==> config.mk <==
export PLATFORM = sky130hd
export DESIGN_NAME = crff_trunc_unit
export DESIGN_NICKNAME = d
export VERILOG_FILES = /design/src/rtl/crff_pkg.sv /design/src/rtl/crff_cfg_reg.sv /design/src/rtl/crff_bit_test.sv /design/src/rtl/crff_seq.sv /design/src/rtl/crff_trunc_unit.sv
export SDC_FILE = /design/constraint.sdc
export NUM_CORES = 1
export LEC_CHECK = 0
export BUFFER_PORTS_ARGS = -buffer_cell sky130_fd_sc_hd__buf_2
export CAP_MARGIN = 20
export CORE_MARGIN = 1.5
export CORE_UTILIZATION = 40
export CTS_CLUSTER_SIZE = 16
export DETAILED_ROUTE_END_ITERATION = 6
export HOLD_SLACK_MARGIN = 0.08
export PLACE_DENSITY = 0.62
export SYNTH_ARGS = -nofsm -noshare
export SYNTH_HDL_FRONTEND = slang
export SYNTH_SLANG_ARGS = --single-unit
==> constraint.sdc <==
create_clock -name clk -period 3.2 [get_ports clk]
set_input_delay 0.32 -clock clk [delete_from_list [all_inputs] [get_ports clk]]
set_output_delay 0.32 -clock clk [all_outputs]
set_load 0.05 [all_outputs]
==> src/rtl/crff_pkg.sv <==
package crff_pkg;

  typedef enum logic [1:0] {
    ST_IDLE = 2'd0,
    ST_RUN  = 2'd1,
    ST_FIN  = 2'd2
  } crff_state_e;

  // Per-loop configuration captured at start
  typedef struct packed {
    logic       ff_on;       // truncation enabled
    logic       incl;        // failing element counted in result
    logic       field_op;    // 1: four-bit field result, 0: single bit
    logic       inv;         // pass polarity
    logic [1:0] crbit;       // bit index in field mode
  } crff_cfg_t;

  function automatic crff_cfg_t crff_decode(input logic [1:0] msel,
                                            input logic       fop,
                                            input logic       pol,
                                            input logic [1:0] sel);
    crff_cfg_t c;
    c.ff_on    = (msel == 2'b01) || (msel == 2'b10);
    c.incl     = (msel == 2'b10);
    c.field_op = fop;
    c.inv      = pol;
    c.crbit    = sel;
    return c;
  endfunction

endpackage

==> src/rtl/crff_cfg_reg.sv <==
module crff_cfg_reg
  import crff_pkg::*;
#(
  parameter int MAXVL = 64,
  parameter int VLW   = $clog2(MAXVL + 1)
) (
  input  logic             clk,
  input  logic             rst_n,
  input  logic             load,
  input  logic [1:0]       mode_sel,
  input  logic             field_op,
  input  logic             inv,
  input  logic [1:0]       crbit,
  input  logic [MAXVL-1:0] en_mask,
  input  logic [VLW-1:0]   vl_in,
  output crff_cfg_t        cfg_q,
  output logic [MAXVL-1:0] mask_q,
  output logic [VLW-1:0]   vl_q
);

  crff_cfg_t        cfg_n;
  logic [MAXVL-1:0] mask_n;
  logic [VLW-1:0]   vl_n;

  always_comb begin
    cfg_n  = cfg_q;
    mask_n = mask_q;
    vl_n   = vl_q;
    if (load) begin
      cfg_n  = crff_decode(mode_sel, field_op, inv, crbit);
      mask_n = en_mask;
      vl_n   = vl_in;
    end
  end

  always_ff @(posedge clk or negedge rst_n) begin
    if (!rst_n) begin
      cfg_q  <= '0;
      mask_q <= '0;
      vl_q   <= '0;
    end else begin
      cfg_q  <= cfg_n;
      mask_q <= mask_n;
      vl_q   <= vl_n;
    end
  end

endmodule

==> src/rtl/crff_bit_test.sv <==
module crff_bit_test
  import crff_pkg::*;
(
  input  crff_cfg_t  cfg,
  input  logic       elem_on,
  input  logic [3:0] res_field,
  input  logic       res_bit,
  output logic       fail,
  output logic       wr
);

  logic tested;

  always_comb begin
    if (cfg.field_op) tested = res_field[cfg.crbit];
    else              tested = res_bit;
    fail = elem_on && cfg.ff_on && (tested != cfg.inv);
    wr   = elem_on && (!fail || cfg.incl);
  end

endmodule

==> src/rtl/crff_seq.sv <==
module crff_seq
  import crff_pkg::*;
#(
  parameter int MAXVL = 64,
  parameter int VLW   = $clog2(MAXVL + 1),
  parameter int IDXW  = (MAXVL > 1) ? $clog2(MAXVL) : 1
) (
  input  logic            clk,
  input  logic            rst_n,
  input  logic            start,
  input  logic [VLW-1:0]  vl_in,
  input  logic [VLW-1:0]  vl_q,
  input  logic            incl,
  input  logic            fail,
  output logic            load,
  output logic            running,
  output logic [IDXW-1:0] idx,
  output logic            done,
  output logic [VLW-1:0]  vl_out
);

  crff_state_e     st_q, st_n;
  logic [IDXW-1:0] idx_n;
  logic [VLW-1:0]  vl_n;
  logic            vl_en;
  logic [VLW-1:0]  idx_ext;
  logic            last;

  assign idx_ext = VLW'(idx);
  assign last    = (idx_ext == vl_q - VLW'(1));
  assign running = (st_q == ST_RUN);
  assign done    = (st_q == ST_FIN);
  assign load    = (st_q == ST_IDLE) && start;

  always_comb begin
    st_n  = st_q;
    idx_n = idx;
    vl_n  = vl_out;
    vl_en = 1'b0;
    case (st_q)
      ST_IDLE: begin
        if (start) begin
          idx_n = '0;
          if (vl_in == '0) begin
            st_n  = ST_FIN;
            vl_en = 1'b1;
            vl_n  = '0;
          end else begin
            st_n = ST_RUN;
          end
        end
      end
      ST_RUN: begin
        if (fail) begin
          st_n  = ST_FIN;
          vl_en = 1'b1;
          vl_n  = incl ? idx_ext + VLW'(1) : idx_ext;
        end else if (last) begin
          st_n  = ST_FIN;
          vl_en = 1'b1;
          vl_n  = vl_q;
        end else begin
          idx_n = idx + IDXW'(1);
        end
      end
      ST_FIN:  st_n = ST_IDLE;
      default: st_n = ST_IDLE;
    endcase
  end

  always_ff @(posedge clk or negedge rst_n) begin
    if (!rst_n) begin
      st_q   <= ST_IDLE;
      idx    <= '0;
      vl_out <= '0;
    end else begin
      st_q <= st_n;
      idx  <= idx_n;
      if (vl_en) vl_out <= vl_n;
    end
  end

  assert_vl_in_range_R11: assert property (@(posedge clk) disable iff (!rst_n)
    load |-> (vl_in <= VLW'(MAXVL)));

  assert_done_single_R12: assert property (@(posedge clk) disable iff (!rst_n)
    done |=> !done);

  assert_vl_held_R12: assert property (@(posedge clk) disable iff (!rst_n)
    done |=> $stable(vl_out));

  assert_zero_vl_R11: assert property (@(posedge clk) disable iff (!rst_n)
    (load && (vl_in == '0)) |=> (done && (vl_out == '0)));

  assert_idx_step_R7: assert property (@(posedge clk) disable iff (!rst_n)
    (running && !fail && !last) |=> (running && (idx == $past(idx) + IDXW'(1))));

  assert_stop_on_fail_R7: assert property (@(posedge clk) disable iff (!rst_n)
    (running && fail) |=> (done && !running));

  assert_full_len_R10: assert property (@(posedge clk) disable iff (!rst_n)
    (running && !fail && last) |=> (done && (vl_out == $past(vl_q))));

  assert_bound_R2: assert property (@(posedge clk) disable iff (!rst_n)
    done |-> (vl_out <= vl_q));

endmodule

==> src/rtl/crff_trunc_unit.sv <==
module crff_trunc_unit
  import crff_pkg::*;
#(
  parameter int MAXVL = 64,
  parameter int VLW   = $clog2(MAXVL + 1),
  parameter int IDXW  = (MAXVL > 1) ? $clog2(MAXVL) : 1
) (
  input  logic             clk,
  input  logic             rst_n,
  input  logic             start,
  input  logic [VLW-1:0]   vl_in,
  input  logic [1:0]       mode_sel,
  input  logic             field_op,
  input  logic             inv,
  input  logic [1:0]       crbit,
  input  logic [MAXVL-1:0] en_mask,
  input  logic [3:0]       res_field,
  input  logic             res_bit,
  output logic [IDXW-1:0]  elem_idx,
  output logic             elem_vld,
  output logic             wr_en,
  output logic [VLW-1:0]   vl_out,
  output logic             done
);

  crff_cfg_t        cfg_q;
  logic [MAXVL-1:0] mask_q;
  logic [VLW-1:0]   vl_q;
  logic             load;
  logic             running;
  logic             elem_on;
  logic             tst_fail;
  logic             tst_wr;

  crff_cfg_reg #(.MAXVL(MAXVL), .VLW(VLW)) u_cfg (
    .clk      (clk),
    .rst_n    (rst_n),
    .load     (load),
    .mode_sel (mode_sel),
    .field_op (field_op),
    .inv      (inv),
    .crbit    (crbit),
    .en_mask  (en_mask),
    .vl_in    (vl_in),
    .cfg_q    (cfg_q),
    .mask_q   (mask_q),
    .vl_q     (vl_q)
  );

  assign elem_on = running && mask_q[elem_idx];

  crff_bit_test u_test (
    .cfg       (cfg_q),
    .elem_on   (elem_on),
    .res_field (res_field),
    .res_bit   (res_bit),
    .fail      (tst_fail),
    .wr        (tst_wr)
  );

  crff_seq #(.MAXVL(MAXVL), .VLW(VLW), .IDXW(IDXW)) u_seq (
    .clk     (clk),
    .rst_n   (rst_n),
    .start   (start),
    .vl_in   (vl_in),
    .vl_q    (vl_q),
    .incl    (cfg_q.incl),
    .fail    (tst_fail),
    .load    (load),
    .running (running),
    .idx     (elem_idx),
    .done    (done),
    .vl_out  (vl_out)
  );

  assign elem_vld = running;
  assign wr_en    = running && tst_wr;

  assert_fail_count_R2: assert property (@(posedge clk) disable iff (!rst_n)
    (elem_vld && tst_fail) |=>
      (done && (vl_out == VLW'($past(elem_idx)) + VLW'($past(cfg_q.incl)))));

  assert_cfg_stable_R13: assert property (@(posedge clk) disable iff (!rst_n)
    (elem_vld && start) |=> ($stable(cfg_q) && $stable(vl_q) && $stable(mask_q)));

  assert_no_wr_idle_R8: assert property (@(posedge clk) disable iff (!rst_n)
    done |-> !wr_en);

  assert_notest_full_R3: assert property (@(posedge clk) disable iff (!rst_n)
    (elem_vld && !cfg_q.ff_on) |-> !tst_fail);

endmodule

==> results.cfg <==
[critical_path]
worst_setup_path_end_kind = primary output
reg2reg_from = u_seq.idx[0]$_DFFE_PN0P_
cp_max_fo = 10
ff2ff_setup_slack_ns = 0.41
reg2reg_depth = 7
setup.worst_path.start_class = flip-flop
r2r-end = u_seq.idx[3]$_DFFE_PN0P_
cp.arrival_ns = 2.67
crit_type = reg -> out
cp.required_ns = 2.88

[global_route]
met1_usage_pct = 24.9
grt_pass1_wl_um = 17200
met3_usage_pct = 3.53
antenna_found_initial = 0
use_met2_pct = 30.7
gr-total-overflow = 0
grt_busiest_layer = met2
grt_pass1_vias = 3355
grt_max_degree = 63
track_usage_pct = 19.0

[power_and_ir_drop]
pwr-share-clk_pct = 18.5
swShare_pct = 36.6
p_int_uw = 3570
combPwrFrac_pct = 43.0
seqPwrFrac_pct = 38.5
ir_drop_mv = 0.569
total_power_uw = 5630
p_switching_uw = 2060
p_leak_uw = 0.00247
power_density_mw_per_mm2 = 1020

[job]
drv_cap = 0

[synth]
yosysMostFrequentCell = dfrtp_1
synth_seq_cells = 92
synth_edf_count = 0
yosysSeqAreaShare_pct = 50.3
ys.flop_type = dfrtp_1
yosysTopAreaCellShare_pct = 50.3
synth_area_mm2 = 0.00458
async_flop_share_pct = 100
ys_types = 52
yosys-top-cells-count = dfrtp_1 (92), mux2_2 (73), mux2i_1 (25)
ys_warn_count = 0
yosysTopAreaCell = dfrtp_1
avgSynthCellArea_um2 = 13.1
netlist_instances = 350
synth_nets = 438
yosys-top-cells-area = dfrtp_1 (50%), mux2_2 (18%), mux4_2 (5.9%)

[detailed_routing]
postRouteAntennaNets = 0
drcViolationCount = 0
drt_wl_total_um = 10500
firstDrtPassIters = 4
num_vias = 3221
routedWlPerCell_um = 17.6
viasPerCell = 5.41
first_iter_violations = 216

[hold_path]
hp-class = in -> async

[sta]
rsz0062_at_grt = false
tightestPinTransition_ns = 0.805
fin_setup_tns_ns = 0
fin_crit_ns = 2.99
skew_ns = 0.00670
hold_viol = 0
final.period_utilization_pct = 93.3
timing.fmax_mhz = 335
setup_viol = 0
final_max_slew_viol_count = 0
slew_headroom_pct = 46.3
holdWs_ns = 0.0716

[placed_design]
place.detailed.hpwl_um = 7600
placed_cells = 579
gp_congestion = 0.848
numPortBuffers = 100

[cts]
cts_hold_buf = 0
htree_num_levels = 3
clkSinkCount = 92
clk_pin_slew_worst_paths_ns = 0.06
clkLatencyLatePin_ns = 0.35
tritoncts.num_buffers = 9
cts-root-buf = clkbuf_16
postCtsSetupBuffers = 0
cts_tree = yes
ctsResizeCount = 0
clk_path_buf_depth = 2

[run_status]
status = complete, no violations

[die]
ios = 101
initial_core_util_pct = 41.7
die-area_mm2 = 0.0121
die_width_um = 110
coreArea_mm2 = 0.0110
die_h_um = 110
rows = 38

[final_layout]
utilization_pct = 50.4
nNetsFinal = 538
fin_cells = 595
syn_to_final_growth_pct = 20.8
diodes = 0
drive_above_1_share_pct = 47.7
layer usage:
metal / vias up / part of all wire (%)
met4: 0 / 2.0
met5: - / 0
met3: 20 / 5.3
met1: 1624 / 44
met2: 89 / 48
li1: 1488 / -
metrics by stage:
step	setup slack, ns	area (um2)
after floorplan	0.330	4580
after global placement	0.438	5240
after detailed placement	0.372	5240
after CTS	0.143	5530
after global routing	0.0127	5530
final	0.215	5530
cell type report:
class | instances | area, um2
clock buffers | 12 | 236
clock inverters | 4 | 50.0
fillers | 980 | 5450
inverters | 9 | 33.8
multi-input cells | 227 | 2140
flip-flops and latches | 92 | 2310
well taps | 140 | 175
repair buffers | 111 | 586
registers in the layout, indices dropped and copies added, names as in the netlist:
name / cells
u_cfg.cfg_q: 6
u_seq.vl_out: 7
u_cfg.vl_q: 7
u_cfg.mask_q: 64
u_seq.st_q: 2
u_seq.idx: 6
power by group through the flow:
stage                     clock network [uW]  logic, uW  registers [uW]
after floorplan                            0       1830            2160
after global placement                     0       2380            2190
after detailed placement                   0       2430            2190
after CTS                               1060       2440            2180
after global routing                    1120       2630            2260
final                                   1040       2420            2170
cell usage in the layout (no fill, tap or decap), drive strengths merged, types with 4 or more instances in the layout:
| master | Yosys | final |
|---|---|---|
| inv | 8 | 8 |
| buf | 8 | 111 |
| mux2i | 25 | 25 |
| and2 | 5 | 5 |
| nand2 | 13 | 13 |
| xor2 | 4 | 4 |
| nor4 | 4 | 4 |
| xnor2 | 9 | 9 |
| nor2 | 14 | 14 |
| clkbuf | 14 | 12 |
| mux4 | 12 | 12 |
| a21oi | 4 | 4 |
| nand3 | 5 | 5 |
| dfrtp | 92 | 92 |
| o21ai | 6 | 6 |
| mux2 | 73 | 73 |
| and3 | 6 | 6 |
| a211o | 4 | 4 |
worst max path at each step:
stage,start,endpoint,slack (ns),cells past startpoint
after floorplan,u_seq.idx[0]$_DFFE_PN0P_,u_seq.idx[2]$_DFFE_PN0P_,0.33,8
after global placement,u_seq.idx[0]$_DFFE_PN0P_,u_seq.idx[4]$_DFFE_PN0P_,0.44,7
after detailed placement,u_seq.idx[0]$_DFFE_PN0P_,u_seq.idx[2]$_DFFE_PN0P_,0.37,7
after CTS,u_seq.idx[0]$_DFFE_PN0P_,wr_en,0.14,7
after global routing,u_seq.idx[1]$_DFFE_PN0P_,wr_en,0.01,7
final,u_seq.idx[1]$_DFFE_PN0P_,wr_en,0.21,7
logic make-up (layout without fill, tap and decap cells):
logic type                 after synthesis  after routing  share of synthesized area [%]
muxes                                  110            110                           29.3
DFF                                     92             92                           50.3
and+or+nand+nor                         67             67                           7.93
AOI/OAI and AO/OA                       34             34                           6.15
buffers and inverters                   31            136                           3.01
xor gates and xnor gates                13             13                           2.49
adders and majority gates                3              3                          0.820
worst max-delay path, cell delays in order (launching register included):
cell and delay, ns:
dfrtp_1 0.58, buf_4 0.24, nand3b_1 0.13, o221ai_1 0.22
a31oi_1 0.09, a2111oi_2 0.51, o22a_1 0.26, buf_2 0.27
Note: power is estimated with default switching activity, not from simulation.
